--- config.mk ---
export PLATFORM = sky130hd
export DESIGN_NAME = uart_irq_router
export DESIGN_NICKNAME = d
export VERILOG_FILES = /design/src/rtl/uart_irq_router.sv
export SDC_FILE = /design/constraint.sdc
export NUM_CORES = 1
export LEC_CHECK = 0
export CORE_ASPECT_RATIO = 1.1
export CORE_MARGIN = 2
export CORE_UTILIZATION = 36
export DETAILED_ROUTE_END_ITERATION = 8
export PLACE_DENSITY = 0.87
export SLEW_MARGIN = 20
export SYNTH_ARGS = -nofsm -noshare
export SYNTH_HDL_FRONTEND = slang
export SYNTH_SLANG_ARGS = --single-unit
--- constraint.sdc ---
create_clock -name clk -period 1.4 [get_ports clk]
set_input_delay 0.28 -clock clk [delete_from_list [all_inputs] [get_ports clk]]
set_output_delay 0.28 -clock clk [all_outputs]
set_load 0.01 [all_outputs]
--- src/rtl/uart_irq_router.sv ---
module uart_irq_router #(
  parameter int ADDR_W = 8,
  parameter logic [ADDR_W-1:0] SET_OFS = 8'h0C,
  parameter logic [ADDR_W-1:0] CLR_OFS = 8'h10
) (
  input  logic              clk,
  input  logic              rst_n,
  input  logic [ADDR_W-1:0] bus_addr,
  input  logic              bus_we,
  input  logic [31:0]       bus_wdata,
  output logic [31:0]       bus_rdata,
  input  logic              ev_frame_err,
  input  logic              ev_overrun,
  input  logic              ev_parity,
  input  logic              ev_wakeup,
  input  logic              ev_break,
  input  logic              rx_ready,
  input  logic              rx_is_addr,
  input  logic              tx_ready,
  output logic              irq,
  output logic              rx_dma_req,
  output logic              tx_dma_req
);
  localparam int B_BRK = 0, B_WAKE = 1, B_TXI = 8, B_RXI = 9;
  localparam int B_TXD = 16, B_RXD = 17, B_RXALL = 18;
  localparam int B_PE = 24, B_OE = 25, B_FE = 26;
  localparam logic [31:0] MASK = (32'd1 << B_BRK) | (32'd1 << B_WAKE) |
    (32'd1 << B_TXI) | (32'd1 << B_RXI) | (32'd1 << B_TXD) | (32'd1 << B_RXD) |
    (32'd1 << B_RXALL) | (32'd1 << B_PE) | (32'd1 << B_OE) | (32'd1 << B_FE);

  logic [31:0] en;
  logic rx_prev, tx_prev;

  wire set_hit = bus_we && (bus_addr == SET_OFS);
  wire clr_hit = bus_we && (bus_addr == CLR_OFS);

  always_ff @(posedge clk or negedge rst_n)
    if (!rst_n) en <= '0;
    else if (clr_hit) en <= en & ~bus_wdata;
    else if (set_hit) en <= en | (bus_wdata & MASK);

  assign bus_rdata = (bus_addr == SET_OFS || bus_addr == CLR_OFS) ? en : 32'd0;

  wire rx_to_irq = en[B_RXD] ? (!en[B_RXALL] && rx_is_addr) : 1'b1;
  wire rx_to_dma = en[B_RXD] && (en[B_RXALL] || !rx_is_addr);

  assign irq = (ev_frame_err & en[B_FE]) | (ev_overrun & en[B_OE]) |
               (ev_parity & en[B_PE]) | (ev_wakeup & en[B_WAKE]) |
               (ev_break & en[B_BRK]) |
               (rx_ready & en[B_RXI] & rx_to_irq) |
               (tx_ready & en[B_TXI] & !en[B_TXD]);

  always_ff @(posedge clk or negedge rst_n)
    if (!rst_n) begin
      rx_prev <= 1'b0; tx_prev <= 1'b0;
      rx_dma_req <= 1'b0; tx_dma_req <= 1'b0;
    end else begin
      rx_prev <= rx_ready; tx_prev <= tx_ready;
      rx_dma_req <= rx_ready && !rx_prev && rx_to_dma;
      tx_dma_req <= tx_ready && !tx_prev && en[B_TXD];
    end

  a_r2_set_sticks: assert property (@(posedge clk) disable iff (!rst_n)
    (set_hit && !clr_hit) |=> ((en & $past(bus_wdata & MASK)) == $past(bus_wdata & MASK)));
  a_r3_clear_wins: assert property (@(posedge clk) disable iff (!rst_n)
    clr_hit |=> ((en & $past(bus_wdata)) == 32'd0));
  a_r4_idle_keeps: assert property (@(posedge clk) disable iff (!rst_n)
    !bus_we |=> $stable(en));
  a_r11_rx_one_clock: assert property (@(posedge clk) disable iff (!rst_n)
    rx_dma_req |=> !rx_dma_req);
  a_r11_tx_one_clock: assert property (@(posedge clk) disable iff (!rst_n)
    tx_dma_req |=> !tx_dma_req);
  a_r9_rx_dma_enabled: assert property (@(posedge clk) disable iff (!rst_n)
    rx_dma_req |-> $past(en[B_RXD]));
  a_r10_tx_dma_enabled: assert property (@(posedge clk) disable iff (!rst_n)
    tx_dma_req |-> $past(en[B_TXD]));
endmodule

# [Word-level counts from Yosys, hierarchy flattened]
# Index checks and enable logic that the tools add are counted.
[word_totals] ff_bits=36
[classes] n_eq_ne=2 muxes=4 bitwise=18 n_reduce_logical=16
[op_table] operator="two-way mux 32 bit" n=3
[op_table] operator="AND 32 bit" n=1
[op_table] operator="NOT 32 bit" n=1
[op_table] operator="OR 32 x 27 -> 32 bit" n=1
[op_table] operator="AND 1 bit" n=9
[op_table] operator="equality test 8 x 4 -> 1 bit, second input constant" n=1
[op_table] operator="equality test 8 x 5 -> 1 bit, second input constant" n=1
[op_table] operator="logical AND 1 bit" n=8
[op_table] operator="OR 1 bit" n=6
[op_table] operator="logical NOT 1 bit" n=5
[op_table] operator="logical OR 1 bit" n=2
[op_table] operator="nonzero test 2 bit" n=1
[op_table] operator="two-way mux 1 bit" n=1

# [Longest topological paths before layout]
[depth] word_depth=7 mapped_depth=4 mapped_depth_nobuf=3

# [Worst setup path after synthesis]
# OpenSTA, ideal clock, no wires.
[synth_timing] kind="input-to-output" from="in bus_addr[7]" to="out bus_rdata[0]" arrival_ns=1.351 required_ns=1.120 slack_ns=-0.231 path_stages=3 n_path_buf=1 cell_sequence="or4_4 -> clkbuf_1 -> nor3_1"
[synth_via] elab_chain_cells=3 elab_cells_between_ends=4
[synth_rtl] element="start: declaration" line="8" rtl="input logic [ADDR_W-1:0] bus_addr,"
[synth_rtl] element="equality test 8 x 4 -> 1 bit / equality test 8 x 5 -> 1 bit (equally long branches)" line="42" rtl="assign bus_rdata = (bus_addr == SET_OFS || bus_addr == CLR_OFS) ? en : 32'd0;"
[synth_rtl] element="logical OR 1 bit *" line="42"
[synth_rtl] element="two-way mux 32 bit *" line="42"
[synth_rtl] element="end: declaration" line="11" rtl="output logic [31:0] bus_rdata,"
# Mark *: on every way between the ends. The rest lies on a longest branch, timed or not.

==> impl_metrics.env <==
export IMPL_status="finished with violations"
export IMPL_failed_checks="setup timing"
export IMPL_rows=26
export IMPL_synth_area_leaders="dfrtp_1 (52%), and2_1 (8.0%), nor3_1 (5.8%)"
export IMPL_synth_seq_cells=36
export IMPL_place_congestion=0.7113
export IMPL_finalPower_w=0.002170
export IMPL_seqPwrFrac=0.481
export IMPL_hp_class="in2async"
export IMPL_synth_top_cell_by_area="dfrtp_1"
export IMPL_power_density_mw_per_mm2=586.2
export IMPL_intPower_w=0.001641
export IMPL_synth_edff_count=0
export IMPL_h_tree_depth=2
export IMPL_path_cells="a222oi_1 -> nand3_1 -> a31o_2 -> buf_6"
export IMPL_critical_path_buf_inv_count=1
export IMPL_relSlewSlack=0.6885
export IMPL_cts_root_buf="clkbuf_8"
export IMPL_design_core_area_mm2=0.004619
export IMPL_synth_top_area_share=0.5248
export IMPL_synthTopCellsByCount="dfrtp_1 (36), and2_1 (22), nor3_1 (20)"
export IMPL_ant_nets=0
export IMPL_grt_antenna_before_repair=0
export IMPL_n_antenna_cell=0
export IMPL_pwr_share_clk=0.357
export IMPL_nets=354
export IMPL_rsz0062_at_grt="yes"
export IMPL_fp_dieH_um=76.43
export IMPL_grt_pass1_wl_um=10510
export IMPL_critPathLaunchType="flip-flop"
export IMPL_cp_end_kind="output pin"
export IMPL_timing_worst_setup_path_type="reg2out"
export IMPL_cp_slowest_cell="dfrtp_1"
export IMPL_placed_area_mm2=0.002955
export IMPL_start_util=0.3716
export IMPL_max_cap_violations=0
export IMPL_postLayoutCellArea_mm2=0.003701
export IMPL_grt_pass1_vias=2120
export IMPL_setup_tns_final_ps=-16880
export IMPL_path_clk_slew_ps=80
export IMPL_syn_avg_cell_area_um2=10.04
export IMPL_maxSlewViolCount=0
export IMPL_die_w_um=69.84
export IMPL_yosys_warnings=0
export IMPL_synth_distinct_cells=27
export IMPL_worst_path_dominant_cell_family="compound AO/OA/AOI/OAI gates"
export IMPL_synth_flop_cell="dfrtp_1"
export IMPL_max_stage_delay_ps=390
export IMPL_firstDrtPassIters=4
export IMPL_min_period_ps=1869
export IMPL_period_share=1.335
export IMPL_place_detailed_hpwl_um=3511
export IMPL_max_freq_mhz=535.1
export IMPL_pwr_share_comb=0.161
export IMPL_cts_tree="done"
export IMPL_yosysMostFrequentCell="dfrtp_1"
export IMPL_r2r_cells=4
export IMPL_crit_arrival_ps=1590
export IMPL_hold_viol=0
export IMPL_cts_made_buffers=5
export IMPL_grt_util_all_layers=0.2504
export IMPL_setup_violations=63
export IMPL_netSwitchingFraction=0.2438
export IMPL_drc=0
export IMPL_seq_area_frac_synth=0.5248
export IMPL_viasPerCell=5.319
export IMPL_synth_async_sr_flop_share=1.000
export IMPL_tightest_slew_ps=467.2
export IMPL_path_max_fanout=2
export IMPL_syn_inst=171
export IMPL_pin_count=86
export IMPL_p_switching_w=0.0005289
export IMPL_areaGrowthSynthToFinish_pct=115.6
export IMPL_routed_wl_um=6699
export IMPL_worst_slack_ps=-468.8
export IMPL_grt_overflow_total=0
export IMPL_r2r_end="rx_dma_req$_DFF_PN0_"
export IMPL_io_buffers=85
export IMPL_dieArea_mm2=0.005338
export IMPL_rrSetupSlack_ps=350
export IMPL_clock_latency_ps=280
export IMPL_grt_max_degree=37
export IMPL_synth_nets=222
export IMPL_wl_per_cell_um=18.61
export IMPL_drive_gt1_frac=0.5855
export IMPL_leakage_nw=1.816
export IMPL_critical_path_required_ps=1120
export IMPL_worst_hold_slack_ps=26.18
export IMPL_synth_area_mm2=0.001717
export IMPL_clock_sinks=36
export IMPL_vdd_ir_drop_max_mv=0.3741
export IMPL_vias=1915
export IMPL_cts_buffer_depth=2
export IMPL_drtIter0Drc=119
export IMPL_finalClockSkew_ps=1.541
## cell families (layout without fill, tap and decap cells)
kind of cell    count (synthesis)  count (layout)  synth area share
buf+inv                        24             157           0.05903
compound gates                 48              48            0.2048
simple gates                   63              63            0.2114
flops                          36              36            0.5248
## worst max-delay path by stage
stage / from / end / slack, ps / cells after the start
after global routing: flip-flop / irq / -520 / 4
after CTS: flip-flop / irq / -440 / 4
after detailed placement: bus_addr[7] / bus_rdata[18] / -1080 / 5
after global placement: bus_addr[7] / bus_rdata[8] / -1040 / 5
after floorplan: bus_addr[7] / bus_rdata[0] / -130 / 3
final: flip-flop / irq / -470 / 4
## routing by layer
| layer | GRT usage | up-vias | wire (um) | share of wire |
|---|---|---|---|---|
| met4 | 0.06538 | 0 | 80 | 0.012 |
| met3 | 0.06217 | 8 | 379 | 0.057 |
| met2 | 0.4390 | 69 | 3597 | 0.54 |
| met5 | 0 | - | 0 | 0 |
| li1 | - | 875 | - | - |
| met1 | 0.3062 | 963 | 2640 | 0.39 |
## cell usage in the layout, fill, tap and decap left out, types with 3 or more instances in the layout
master / count
a211oi_1: 4
a211oi_2: 6
a21boi_2: 21
a31oi_1: 10
and2_4: 22
buf_12: 8
buf_16: 3
buf_2: 13
buf_4: 23
buf_6: 41
buf_8: 5
clkbuf_8: 6
clkdlybuf4s50_1: 40
dfrtp_1: 36
dlygate4sd2_1: 3
inv_1: 12
nand2_1: 11
nor3_2: 3
nor3_4: 18
## power by group through the flow
stage,combinational (W),sequential [W],clock (W)
2_1_floorplan,0.0000584,0.00106,0
3_3_place_gp,0.000258,0.00106,0
3_5_place_dp,0.000263,0.00106,0
4_1_cts,0.000328,0.00104,0.000797
5_1_grt,0.000370,0.00104,0.000838
6_report,0.000350,0.00104,0.000775
## stage by stage
step	setup WS, ps	instances	utilization
3_3_place_gp	-1040	327	0.6398
5_1_grt	-519.7	360	0.8012
4_1_cts	-438.2	364	0.7895
6_report	-468.8	360	0.8012
3_5_place_dp	-1083	327	0.6398
2_1_floorplan	-129.4	171	-
## final cells by class
| type | instances | area, um^2 |
|---|---|---|
| Timing Repair Buffer | 137 | 1456 |
| Multi-Input combinational cell | 111 | 1135 |
| Fill cell | 275 | 918.4 |
| Sequential cell | 36 | 900.9 |
| Clock buffer | 7 | 86.33 |
| Tap cell | 56 | 70.07 |
| Inverter | 12 | 45.04 |
| Clock inverter | 1 | 7.507 |
## timing repair
item / CTS / global route
pin swaps: 70 / 24
hold endpoints to repair: 0 / 0
cloned: 8 / 0
resized for setup: 269 / 52
buffers inserted: 21 / 9
setup endpoints to repair: 67 / 65
hold buffers: 0 / 0
No activity file was read; power rests on OpenSTA's default activity.
